===== src/rtl/vmtag_pkg.sv =====
package vmtag_pkg;
   localparam int TAG_W = 4;
   typedef logic [TAG_W-1:0] vtag_t;
   localparam logic [1:0] KIND_SCALAR = 2'b00;
   localparam logic [1:0] KIND_VEC    = 2'b01;
   localparam logic [1:0] KIND_PRED   = 2'b10;

   function automatic int sel_w(input int nreg, input int xlen);
      int n;
      n = (nreg * TAG_W) / xlen;
      return (n > 1) ? $clog2(n) : 1;
   endfunction
endpackage


===== src/rtl/vmtag_resolve.sv =====
module vmtag_resolve
   import vmtag_pkg::*;
(
   input  vtag_t tag_a,
   input  logic  use_a,
   input  vtag_t tag_b,
   input  logic  use_b,
   input  logic  has_prefix,
   input  vtag_t prefix_tag,
   input  logic  mixed_ok,
   output vtag_t res_tag,
   output logic  mismatch
);
   logic       vec_any, pred_any, both, differ;
   logic [1:0] grp, kind;

   always_comb begin
      pred_any = (use_a && tag_a[3]) || (use_b && tag_b[3]);
      vec_any  = (use_a && (tag_a[3:2] != 2'b00)) || (use_b && (tag_b[3:2] != 2'b00));
      both     = use_a && use_b;
      differ   = both && (tag_a[1:0] != tag_b[1:0]);
      if (both)       grp = (tag_a[1:0] > tag_b[1:0]) ? tag_a[1:0] : tag_b[1:0];
      else if (use_a) grp = tag_a[1:0];
      else if (use_b) grp = tag_b[1:0];
      else            grp = 2'b00;
      if (pred_any)     kind = KIND_PRED;
      else if (vec_any) kind = KIND_VEC;
      else              kind = KIND_SCALAR;
      res_tag  = has_prefix ? prefix_tag : {kind, grp};
      mismatch = !has_prefix && differ && !mixed_ok;
   end
endmodule


===== src/rtl/vmtag_store.sv =====
module vmtag_store
   import vmtag_pkg::*;
#(
   parameter int NREG = 32,
   parameter int XLEN = 32,
   localparam int IDX_W   = $clog2(NREG),
   localparam int STATE_W = NREG * TAG_W,
   localparam int SEL_W   = sel_w(NREG, XLEN)
)(
   input  logic               clk,
   input  logic               rst_n,
   input  logic               trap_enter,
   input  logic               trap_return,
   input  logic               clear_cmd,
   input  logic               csr_we,
   input  logic [SEL_W-1:0]   csr_sel,
   input  logic [XLEN-1:0]    csr_wdata,
   input  logic               wr_en,
   input  logic [IDX_W-1:0]   wr_idx,
   input  vtag_t              wr_tag,
   input  logic [IDX_W-1:0]   rd_idx_a,
   input  logic [IDX_W-1:0]   rd_idx_b,
   output vtag_t              rd_tag_a,
   output vtag_t              rd_tag_b,
   output logic [STATE_W-1:0] state_flat
);
   vtag_t              live_q   [NREG];
   vtag_t              shadow_q [NREG];
   logic [STATE_W-1:0] shadow_flat;

   generate
      for (genvar i = 0; i < NREG; i++) begin : g_reg
         localparam int CHUNK = (i * TAG_W) / XLEN;
         localparam int OFF   = (i * TAG_W) % XLEN;
         if (i == 0) begin : g_zero
            always_ff @(posedge clk) live_q[i] <= '0;
         end else begin : g_live
            always_ff @(posedge clk) begin
               if (!rst_n)                                           live_q[i] <= '0;
               else if (trap_enter)                                  live_q[i] <= '0;
               else if (trap_return)                                 live_q[i] <= shadow_q[i];
               else if (clear_cmd)                                   live_q[i] <= '0;
               else if (csr_we && (csr_sel == SEL_W'(CHUNK)))        live_q[i] <= csr_wdata[OFF +: TAG_W];
               else if (wr_en && (wr_idx == IDX_W'(i)))              live_q[i] <= wr_tag;
            end
         end
         always_ff @(posedge clk) begin
            if (!rst_n)          shadow_q[i] <= '0;
            else if (trap_enter) shadow_q[i] <= live_q[i];
         end
         assign state_flat[i*TAG_W +: TAG_W]  = live_q[i];
         assign shadow_flat[i*TAG_W +: TAG_W] = shadow_q[i];
      end
   endgenerate

   assign rd_tag_a = live_q[rd_idx_a];
   assign rd_tag_b = live_q[rd_idx_b];

   assert_x0_zero_R7: assert property (@(posedge clk) disable iff (!rst_n)
      state_flat[TAG_W-1:0] == '0);
   assert_trap_clears_R8: assert property (@(posedge clk) disable iff (!rst_n)
      trap_enter |=> state_flat == '0);
   assert_trap_saves_R8: assert property (@(posedge clk) disable iff (!rst_n)
      trap_enter |=> shadow_flat == $past(state_flat));
   assert_restore_R9: assert property (@(posedge clk) disable iff (!rst_n)
      (trap_return && !trap_enter) |=> state_flat == $past(shadow_flat));
   assert_clear_R10: assert property (@(posedge clk) disable iff (!rst_n)
      (clear_cmd && !trap_enter && !trap_return) |=> state_flat == '0);
   assert_write_lands_R4: assert property (@(posedge clk) disable iff (!rst_n)
      (wr_en && wr_idx != '0 && !trap_enter && !trap_return && !clear_cmd && !csr_we)
      |=> live_q[$past(wr_idx)] == $past(wr_tag));
endmodule


===== src/rtl/vmtag_csr_port.sv =====
module vmtag_csr_port
   import vmtag_pkg::*;
#(
   parameter int NREG = 32,
   parameter int XLEN = 32,
   localparam int STATE_W = NREG * TAG_W,
   localparam int NCHUNK  = STATE_W / XLEN,
   localparam int SEL_W   = sel_w(NREG, XLEN)
)(
   input  logic [STATE_W-1:0] state_flat,
   input  logic [SEL_W-1:0]   csr_sel,
   output logic [XLEN-1:0]    csr_rdata
);
   always_comb begin
      csr_rdata = '0;
      for (int k = 0; k < NCHUNK; k++) begin
         if (csr_sel == SEL_W'(k)) csr_rdata = state_flat[k*XLEN +: XLEN];
      end
   end
endmodule


===== src/rtl/vmode_tag_tracker.sv =====
module vmode_tag_tracker
   import vmtag_pkg::*;
#(
   parameter int NREG = 32,
   parameter int XLEN = 32
)(
   input  logic                            clk,
   input  logic                            rst_n,
   input  logic                            in_valid,
   output logic                            in_ready,
   input  logic                            in_has_prefix,
   input  logic [3:0]                      in_prefix_tag,
   input  logic [$clog2(NREG)-1:0]         in_rd,
   input  logic [$clog2(NREG)-1:0]         in_rs1,
   input  logic                            in_rs1_used,
   input  logic [$clog2(NREG)-1:0]         in_rs2,
   input  logic                            in_rs2_used,
   input  logic                            in_mixed_ok,
   output logic                            illegal_o,
   input  logic                            trap_enter,
   input  logic                            trap_return,
   input  logic                            clear_cmd,
   input  logic [sel_w(NREG, XLEN)-1:0]    csr_sel,
   input  logic                            csr_we,
   input  logic [XLEN-1:0]                 csr_wdata,
   output logic [XLEN-1:0]                 csr_rdata
);
   localparam int STATE_W = NREG * TAG_W;

   generate
      if (STATE_W % XLEN != 0) begin : g_bad_xlen
         $error("tag state width must split into whole XLEN chunks");
      end
      if (NREG < 2 || (NREG & (NREG - 1)) != 0) begin : g_bad_nreg
         $error("register count must be a power of two of at least 2");
      end
   endgenerate

   logic               cmd_busy, accept, mismatch, wr_en, illegal_q;
   vtag_t              tag_a, tag_b, res_tag;
   logic [STATE_W-1:0] state_flat;

   assign cmd_busy = trap_enter | trap_return | clear_cmd | csr_we;
   assign in_ready = !cmd_busy;
   assign accept   = in_valid && in_ready;
   assign wr_en    = accept && !mismatch;

   vmtag_resolve u_resolve (
      .tag_a(tag_a), .use_a(in_rs1_used),
      .tag_b(tag_b), .use_b(in_rs2_used),
      .has_prefix(in_has_prefix), .prefix_tag(in_prefix_tag),
      .mixed_ok(in_mixed_ok), .res_tag(res_tag), .mismatch(mismatch)
   );

   vmtag_store #(.NREG(NREG), .XLEN(XLEN)) u_store (
      .clk(clk), .rst_n(rst_n),
      .trap_enter(trap_enter), .trap_return(trap_return), .clear_cmd(clear_cmd),
      .csr_we(csr_we), .csr_sel(csr_sel), .csr_wdata(csr_wdata),
      .wr_en(wr_en), .wr_idx(in_rd), .wr_tag(res_tag),
      .rd_idx_a(in_rs1), .rd_idx_b(in_rs2),
      .rd_tag_a(tag_a), .rd_tag_b(tag_b),
      .state_flat(state_flat)
   );

   vmtag_csr_port #(.NREG(NREG), .XLEN(XLEN)) u_csr (
      .state_flat(state_flat), .csr_sel(csr_sel), .csr_rdata(csr_rdata)
   );

   always_ff @(posedge clk) begin
      if (!rst_n) illegal_q <= 1'b0;
      else        illegal_q <= accept && mismatch;
   end
   assign illegal_o = illegal_q;

   assert_illegal_pulse_R5: assert property (@(posedge clk) disable iff (!rst_n)
      (in_valid && !cmd_busy && !in_has_prefix && in_rs1_used && in_rs2_used && !in_mixed_ok
       && tag_a[1:0] != tag_b[1:0]) |=> illegal_o);
   assert_trap_no_write_R5: assert property (@(posedge clk) disable iff (!rst_n)
      (accept && mismatch) |=> $stable(state_flat));
   assert_busy_no_write_R11: assert property (@(posedge clk) disable iff (!rst_n)
      (csr_we && !trap_enter && !trap_return && !clear_cmd && in_valid)
      |=> !illegal_o);
   assert_prefix_no_trap_R3: assert property (@(posedge clk) disable iff (!rst_n)
      (accept && in_has_prefix) |=> !illegal_o);
endmodule


===== config.mk =====
export PLATFORM = sky130hd
export DESIGN_NAME = vmode_tag_tracker
export DESIGN_NICKNAME = d
export VERILOG_FILES = /design/src/rtl/vmtag_pkg.sv /design/src/rtl/vmtag_resolve.sv /design/src/rtl/vmtag_store.sv /design/src/rtl/vmtag_csr_port.sv /design/src/rtl/vmode_tag_tracker.sv
export SDC_FILE = /design/constraint.sdc
export NUM_CORES = 1
export LEC_CHECK = 0
export ABC_AREA = 1
export ABC_CLOCK_PERIOD_IN_PS = 5800
export BUFFER_PORTS_ARGS = -buffer_cell sky130_fd_sc_hd__buf_2
export CAP_MARGIN = 20
export CORE_UTILIZATION = 53
export CTS_CLUSTER_DIAMETER = 100
export DETAILED_ROUTE_END_ITERATION = 7
export GPL_TIMING_DRIVEN = 1
export PLACE_DENSITY = 0.74
export SYNTH_ARGS = -nofsm -noshare
export SYNTH_HDL_FRONTEND = slang
export SYNTH_SLANG_ARGS = --single-unit

===== constraint.sdc =====
create_clock -name clk -period 5.8 [get_ports clk]
set_clock_uncertainty 0.05 [all_clocks]
set_input_delay 0 -clock clk [delete_from_list [all_inputs] [get_ports clk]]
set_output_delay 0 -clock clk [all_outputs]
set_load 0.02 [all_outputs]

== Word level (Yosys, flattened, before mapping) ==
Memory sizes are Yosys's and may differ from the RTL's.
Cells that the tools add are included.

* Bits of input ports: 64
* Register bits after elaboration: 1
* Output and inout bits: 34
* Bits in latches: 0
* Memories kept: 2
* RAM bits: 256
* Bits in read-only memories: 0

{| class="wikitable"
|+ Memory list
! name !! words !! bits a word !! rd ports !! clocked after memory_dff !! write ports !! RTL line !! source
|-
| u_store.live_q || 32 || 4 || 34 || 0 || 32 || vmtag_store.sv:27 || <nowiki>vtag_t live_q [NREG];</nowiki>
|-
| u_store.shadow_q || 32 || 4 || 31 || 0 || 32 || vmtag_store.sv:28 || <nowiki>vtag_t shadow_q [NREG];</nowiki>
|}

* $mul: 0
* $add $sub $neg: 0
* Div/mod/pow operators: 0
* $lt $le $gt $ge: 1
* Shift operators: 0
* Eq/ne operators: 35
* Mux-type cells: 452
* Bitwise operators: 190
* Reductions and logical operators: 55

{| class="wikitable"
|+ Operators by type and width
! cell !! number
|-
| $mux W4 || 188
|-
| $mux W1 || 255
|-
| $or A1 B1 Y1 || 190
|-
| $mux W32 || 4
|-
| $eq A5 B5 Y1 const B || 16
|-
| $logic_and A1 B1 Y1 || 46
|-
| $eq A5 B4 Y1 const B || 8
|-
| $eq A5 B3 Y1 const B || 4
|-
| $eq A5 B2 Y1 const B || 2
|-
| $mux W2 || 5
|-
| $eq A5 B1 Y1 const B || 1
|-
| $eq A2 B2 Y1 const B || 2
|-
| $logic_not A1 Y1 || 4
|-
| $reduce_bool A2 Y1 || 2
|-
| $eq A2 B1 Y1 const B || 1
|-
| $gt A2 B2 Y1 || 1
|-
| $logic_not A2 Y1 || 1
|-
| $logic_or A1 B1 Y1 || 2
|-
| $ne A2 B2 Y1 || 1
|}

== Depth between registers and ports, before layout ==
An unclocked memory read counts as a cell.

* Depth after elaboration: 16
* Depth in mapped cells: 23

== Cells and area by module ==
From an unflattened synthesis, not the netlist that was laid out.

* Cells, all modules: 2063
* Area, all modules: 15413.5 sq um

{| class="wikitable"
|+ Modules (own cells, without submodules)
! module !! cells each !! times used !! area an instance (sq um)
|-
| vmtag_store || 1830 || 1 || 14191.1
|-
| vmtag_csr_port || 186 || 1 || 968.4
|-
| vmtag_resolve || 39 || 1 || 198.9
|-
| vmode_tag_tracker || 8 || 1 || 55.1
|}

== Worst setup path before layout ==
No wires, ideal clock.

* Path kind: input to register
* Start point: input port in_rs1[0]
* End point: memory u_store.live_q[17][0] (netlist bit), enable pin
* Cell stages on the path: 19
* Slack: 2.936 ns
* Data required time: 5.450 ns
* Buffers on the path: 5
* Library setup time: 0.300 ns
* Arrival time: 2.514 ns
* Cell sequence: buf_2 > inv_2 > buf_6 > buf_2 > nand2_1 > nand3_1 > nand3_1 > nand3_1 > nand3_1 > and2_1 > ha_1 > nand2_1 > inv_1 > nor4_1 > nor2_2 > nand2_1 > buf_4 > clkbuf_1 > o21ai_0

{| class="wikitable"
|+ RTL lines
! item !! RTL line !! source
|-
| from (decl) || vmode_tag_tracker.sv:14 || <nowiki>input logic [$clog2(NREG)-1:0] in_rs1,</nowiki>
|-
| to (decl) || vmtag_store.sv:27 ||
|}

==> impl_metrics.prom <==
# TYPE chip_impl_metric gauge
chip_impl_metric{name="postRouteWirelength",unit="µm"} 58400
chip_impl_metric{name="synthToLayoutAreaGrowth",unit="%"} 12.2
chip_impl_metric{name="arrival",unit="ns"} 4.01
chip_impl_metric{name="fill_cells",unit=""} 2427
chip_impl_metric{name="worst-endpoint-required",unit="ns"} 5.95
chip_impl_metric{name="power_switching_share",unit=""} 0.281
chip_impl_metric{name="globalRoute.totalOverflow",unit=""} 0
chip_impl_info{name="hold_path.class",value="primary input to flip-flop"} 1
chip_impl_metric{name="drc",unit=""} 0
chip_impl_metric{name="detailedPlacementHpwl",unit="µm"} 39800
chip_impl_metric{name="worst_hold_path_cells",unit=""} 6
chip_impl_metric{name="die_height",unit="µm"} 169
chip_impl_info{name="synth_top_cells_by_count",value="405 x sky130_fd_sc_hd__nand2_1, 275 x sky130_fd_sc_hd__nand3_1, 248 x sky130_fd_sc_hd__edfxtp_1"} 1
chip_impl_metric{name="port_buffers",unit=""} 97
chip_impl_metric{name="report.final.setup_viol",unit=""} 0
chip_impl_metric{name="route.detailed.wl_per_inst",unit="µm"} 25.3
chip_impl_metric{name="cts_repair_resize_count",unit=""} 0
chip_impl_info{name="root_buffer",value="sky130_fd_sc_hd__clkbuf_16"} 1
chip_impl_metric{name="fp.dieW",unit="µm"} 169
chip_impl_info{name="critical_path.reg2reg.endpoint",value="u_store.live_q[30][2]"} 1
chip_impl_metric{name="slew-limit-headroom",unit=""} 0.259
chip_impl_metric{name="synth_edf_count",unit=""} 248
chip_impl_metric{name="mappedNetlistArea",unit="µm²"} 14800
chip_impl_metric{name="grt_use_total",unit=""} 0.410
chip_impl_metric{name="yosys.cell_types.count",unit=""} 30
chip_impl_metric{name="antenna_found_initial",unit=""} 1
chip_impl_metric{name="layout.core_utilization",unit=""} 0.611
chip_impl_metric{name="detailedRoute.firstPassIterationCount",unit=""} 7
chip_impl_metric{name="worst-r2r-cell-count",unit=""} 15
chip_impl_metric{name="design.core.area",unit="µm²"} 27200
chip_impl_info{name="yosys.cell_count.top_type",value="sky130_fd_sc_hd__nand2_1"} 1
chip_impl_metric{name="finalSetupTns",unit="ns"} 0
chip_impl_info{name="hp-start",value="in_rd[2]"} 1
chip_impl_metric{name="vdd_drop_max",unit="mV"} 0.277
chip_impl_metric{name="routabilityCongestion",unit=""} 0.998
chip_impl_metric{name="cts.reportedPaths.clkPinSlew",unit="ns"} 0.06
chip_impl_metric{name="critical_path_peak_fanout",unit=""} 13
chip_impl_metric{name="synth-warning-count",unit=""} 0
chip_impl_metric{name="report.final.slew_viol_count",unit=""} 0
chip_impl_info{name="synth_flop_cell",value="sky130_fd_sc_hd__edfxtp_1"} 1
chip_impl_metric{name="cell_internal_power",unit="µW"} 3150
chip_impl_metric{name="cellPowerDensity",unit="nW/µm²"} 264
chip_impl_info{name="crit-reg2reg-launch",value="u_store.live_q[3][1]"} 1
chip_impl_metric{name="tightest_slew",unit="ns"} 1.11
chip_impl_info{name="slowest_stage",value="sky130_fd_sc_hd__nand2_1"} 1
chip_impl_info{name="cts_tree",value="built"} 1
chip_impl_info{name="path_common_cell",value="sky130_fd_sc_hd__nand3_1"} 1
chip_impl_metric{name="syn-instance-count",unit=""} 1856
chip_impl_metric{name="design.portCount",unit=""} 98
chip_impl_info{name="synth.top_cells.by_area",value="sky130_fd_sc_hd__edfxtp_1 50%, sky130_fd_sc_hd__nand2_1 10%, sky130_fd_sc_hd__nand3_1 9.3%"} 1
chip_impl_metric{name="vias_in_the_first_global_route",unit=""} 13297
chip_impl_info{name="synth_area_leader",value="sky130_fd_sc_hd__edfxtp_1"} 1
chip_impl_metric{name="synth.yosys.seq_area_share",unit=""} 0.505
chip_impl_metric{name="mappedNetlistNets",unit=""} 1922
chip_impl_metric{name="cts-root-to-sink-buffers",unit=""} 3
chip_impl_info{name="min_to",value="u_store.live_q[16][2]"} 1
chip_impl_metric{name="floorplan.initialDensity",unit=""} 0.545
chip_impl_metric{name="sinks_on_the_clock_net",unit=""} 249
chip_impl_metric{name="antenna_left",unit=""} 0
chip_impl_metric{name="synthesis.area_per_instance",unit="µm²"} 7.97
chip_impl_metric{name="drive_gt1_frac",unit=""} 0.105
chip_impl_metric{name="finish.net_count",unit=""} 1981
chip_impl_metric{name="synth_async_sr_flop_share",unit=""} 0
chip_impl_info{name="timing.critical_path.from_type",value="flip-flop"} 1
chip_impl_metric{name="viasPerCell",unit=""} 6.26
chip_impl_metric{name="htree_num_levels",unit=""} 1
chip_impl_metric{name="drt-initial-drc-count",unit=""} 2375
chip_impl_metric{name="achievable-frequency",unit="GHz"} 0.259
chip_impl_metric{name="largest_net_degree_at_the_start_of_global_routing",unit=""} 87
chip_impl_metric{name="standby_leakage_power",unit="µW"} 0.00697
chip_impl_metric{name="clk-insertion-delay-late",unit="ns"} 0.57
chip_impl_info{name="result_of_the_run",value="finished clean"} 1
chip_impl_metric{name="p_switching",unit="µW"} 1230
chip_impl_metric{name="netlist.area_leader.share",unit=""} 0.503
chip_impl_info{name="critical_path.cell_chain",value="inv_1 -> nand2_1 -> nand3_1 -> nand3_1 -> nand3_1 -> nand3_1 -> and2_1 -> ha_1 -> nand2_1 -> inv_1 -> nor4_1 -> nor2_2 -> nand2_1 -> buf_4 -> o21ai_0"} 1
chip_impl_metric{name="grt_first_pass_wirelength",unit="µm"} 85300
chip_impl_info{name="setup.worst_path.end_class",value="flip-flop"} 1
chip_impl_metric{name="post-route-period-util",unit=""} 0.665
chip_impl_metric{name="cts_buffers",unit=""} 26
chip_impl_metric{name="cpPeakStageDelay",unit="ns"} 0.53
chip_impl_metric{name="worst-r2r-setup-slack",unit="ns"} 1.94
chip_impl_metric{name="number_of_vias_in_the_routed_layout",unit=""} 14443
chip_impl_metric{name="sequentialPowerShare",unit=""} 0.482
chip_impl_metric{name="fp.dieArea",unit="µm²"} 28600
chip_impl_metric{name="combPwrFrac",unit=""} 0.128
chip_impl_metric{name="final_critical_path_required_period",unit="ns"} 3.86
chip_impl_metric{name="cap_viol_max_count",unit=""} 0
chip_impl_metric{name="fp-row-count",unit=""} 60
chip_impl_metric{name="ff_latch_count_synth",unit=""} 249
chip_impl_info{name="grt_setup_unrepaired",value="false"} 1
chip_impl_info{name="worstSetupPathType",value="flip-flop to flip-flop"} 1
chip_impl_metric{name="final-hold-violation-count",unit=""} 0
chip_impl_metric{name="share_clk_of_total_power",unit=""} 0.390
-- worst max-delay path by stage --
stage,from,end,depth (start not counted)
2_1_floorplan,in_rs1[0],u_store.live_q[17][0],19
3_3_place_gp,in_rs2[1],u_store.live_q[9][1],19
3_5_place_dp,in_rs2[1],u_store.live_q[23][2],15
4_1_cts,in_rs2[1],u_store.live_q[23][2],15
5_1_grt,u_store.live_q[2][1],u_store.live_q[21][3],15
6_report,u_store.live_q[3][1],u_store.live_q[30][2],15
-- final cells by class --
cell class	count	area (µm²)	area share
Multi-Input combinational cell	1274	5990	0.361
Timing Repair Buffer	157	1060	0.0636
Sequential cell	249	7470	0.450
Antenna cell	2	5.00	0.000302
Tap cell	372	465	0.0280
Clock buffer	28	658	0.0397
Clock inverter	18	180	0.0109
Inverter	207	777	0.0468
-- stage by stage --
step / instances / total power, µW / setup WS [ns] / hold WS (ns) / instance area (µm²)
3_3_place_gp: 2218 / 2670 / 1.49 / 0.246 / 15300
4_1_cts: 2304 / 4350 / 1.97 / 0.137 / 16600
2_1_floorplan: 1856 / 2450 / 2.94 / 0.00138 / 14800
5_1_grt: 2305 / 4470 / 1.78 / 0.185 / 16600
3_5_place_dp: 2218 / 2670 / 1.40 / 0.245 / 15300
6_report: 2307 / 4390 / 1.94 / 0.174 / 16600
-- timing repair --
| item | CTS | global route |
|---|---|---|
| hold endpoints to repair | 127 | 0 |
| hold buffers | 40 | 0 |
| setup buffers | 0 | 0 |
-- registers in the layout, summed over array words and instances, names as in the netlist --
name	count
u_store.shadow_q	124
u_store.live_q	124
illegal_o	1
-- critical path: cells and delay by family (launching register included) --
family,cells,cell delay (ns)
compound gates,1,0.29
fa+ha+maj,1,0.30
buf+inv,3,0.57
flops,1,0.45
simple gates,10,1.83
-- metal layers --
layer | global-route usage | vias to the layer above | part of all wire | wire length (µm)
met3 | 0.0874 | 199 | 0.13 | 7710
li1 | - | 6386 | - | -
met2 | 0.651 | 1153 | 0.45 | 26300
met5 | 0 | - | 0.00022 | 13
met4 | 0.201 | 2 | 0.058 | 3410
met1 | 0.535 | 6703 | 0.36 | 20900
-- power by group through the flow --
| stage | clock (µW) | combinational (µW) | sequential, µW |
|---|---|---|---|
| 2_1_floorplan | 0 | 328 | 2120 |
| 3_3_place_gp | 0 | 520 | 2150 |
| 3_5_place_dp | 0 | 521 | 2150 |
| 4_1_cts | 1700 | 543 | 2110 |
| 5_1_grt | 1750 | 594 | 2120 |
| 6_report | 1710 | 561 | 2120 |
-- placed cells by master (no fill, tap or decap), drive strengths merged --
master	count
nand2	405
nand3	277
edfxtp	248
nor2	236
inv	207
a21oi	126
buf	117
o21ai	102
a22oi	64
dlygate4sd3	40
clkbuf	28
o22ai	27
nor3	18
clkinv	14
o221ai	4
o211ai	4
or2	4
bufinv	3
diode	2
and2	2
nor4	2
ha	2
nand4	1
clkinvlp	1
dfxtp	1
-- cells by family after synthesis --
group                      synth area share
AOI/OAI and AO/OA                     0.125
DFF                                   0.505
and+or+nand+nor                       0.275
buffers and inverters                0.0928
adders and majority gates           0.00169
No activity file was read; power rests on OpenSTA's default activity.
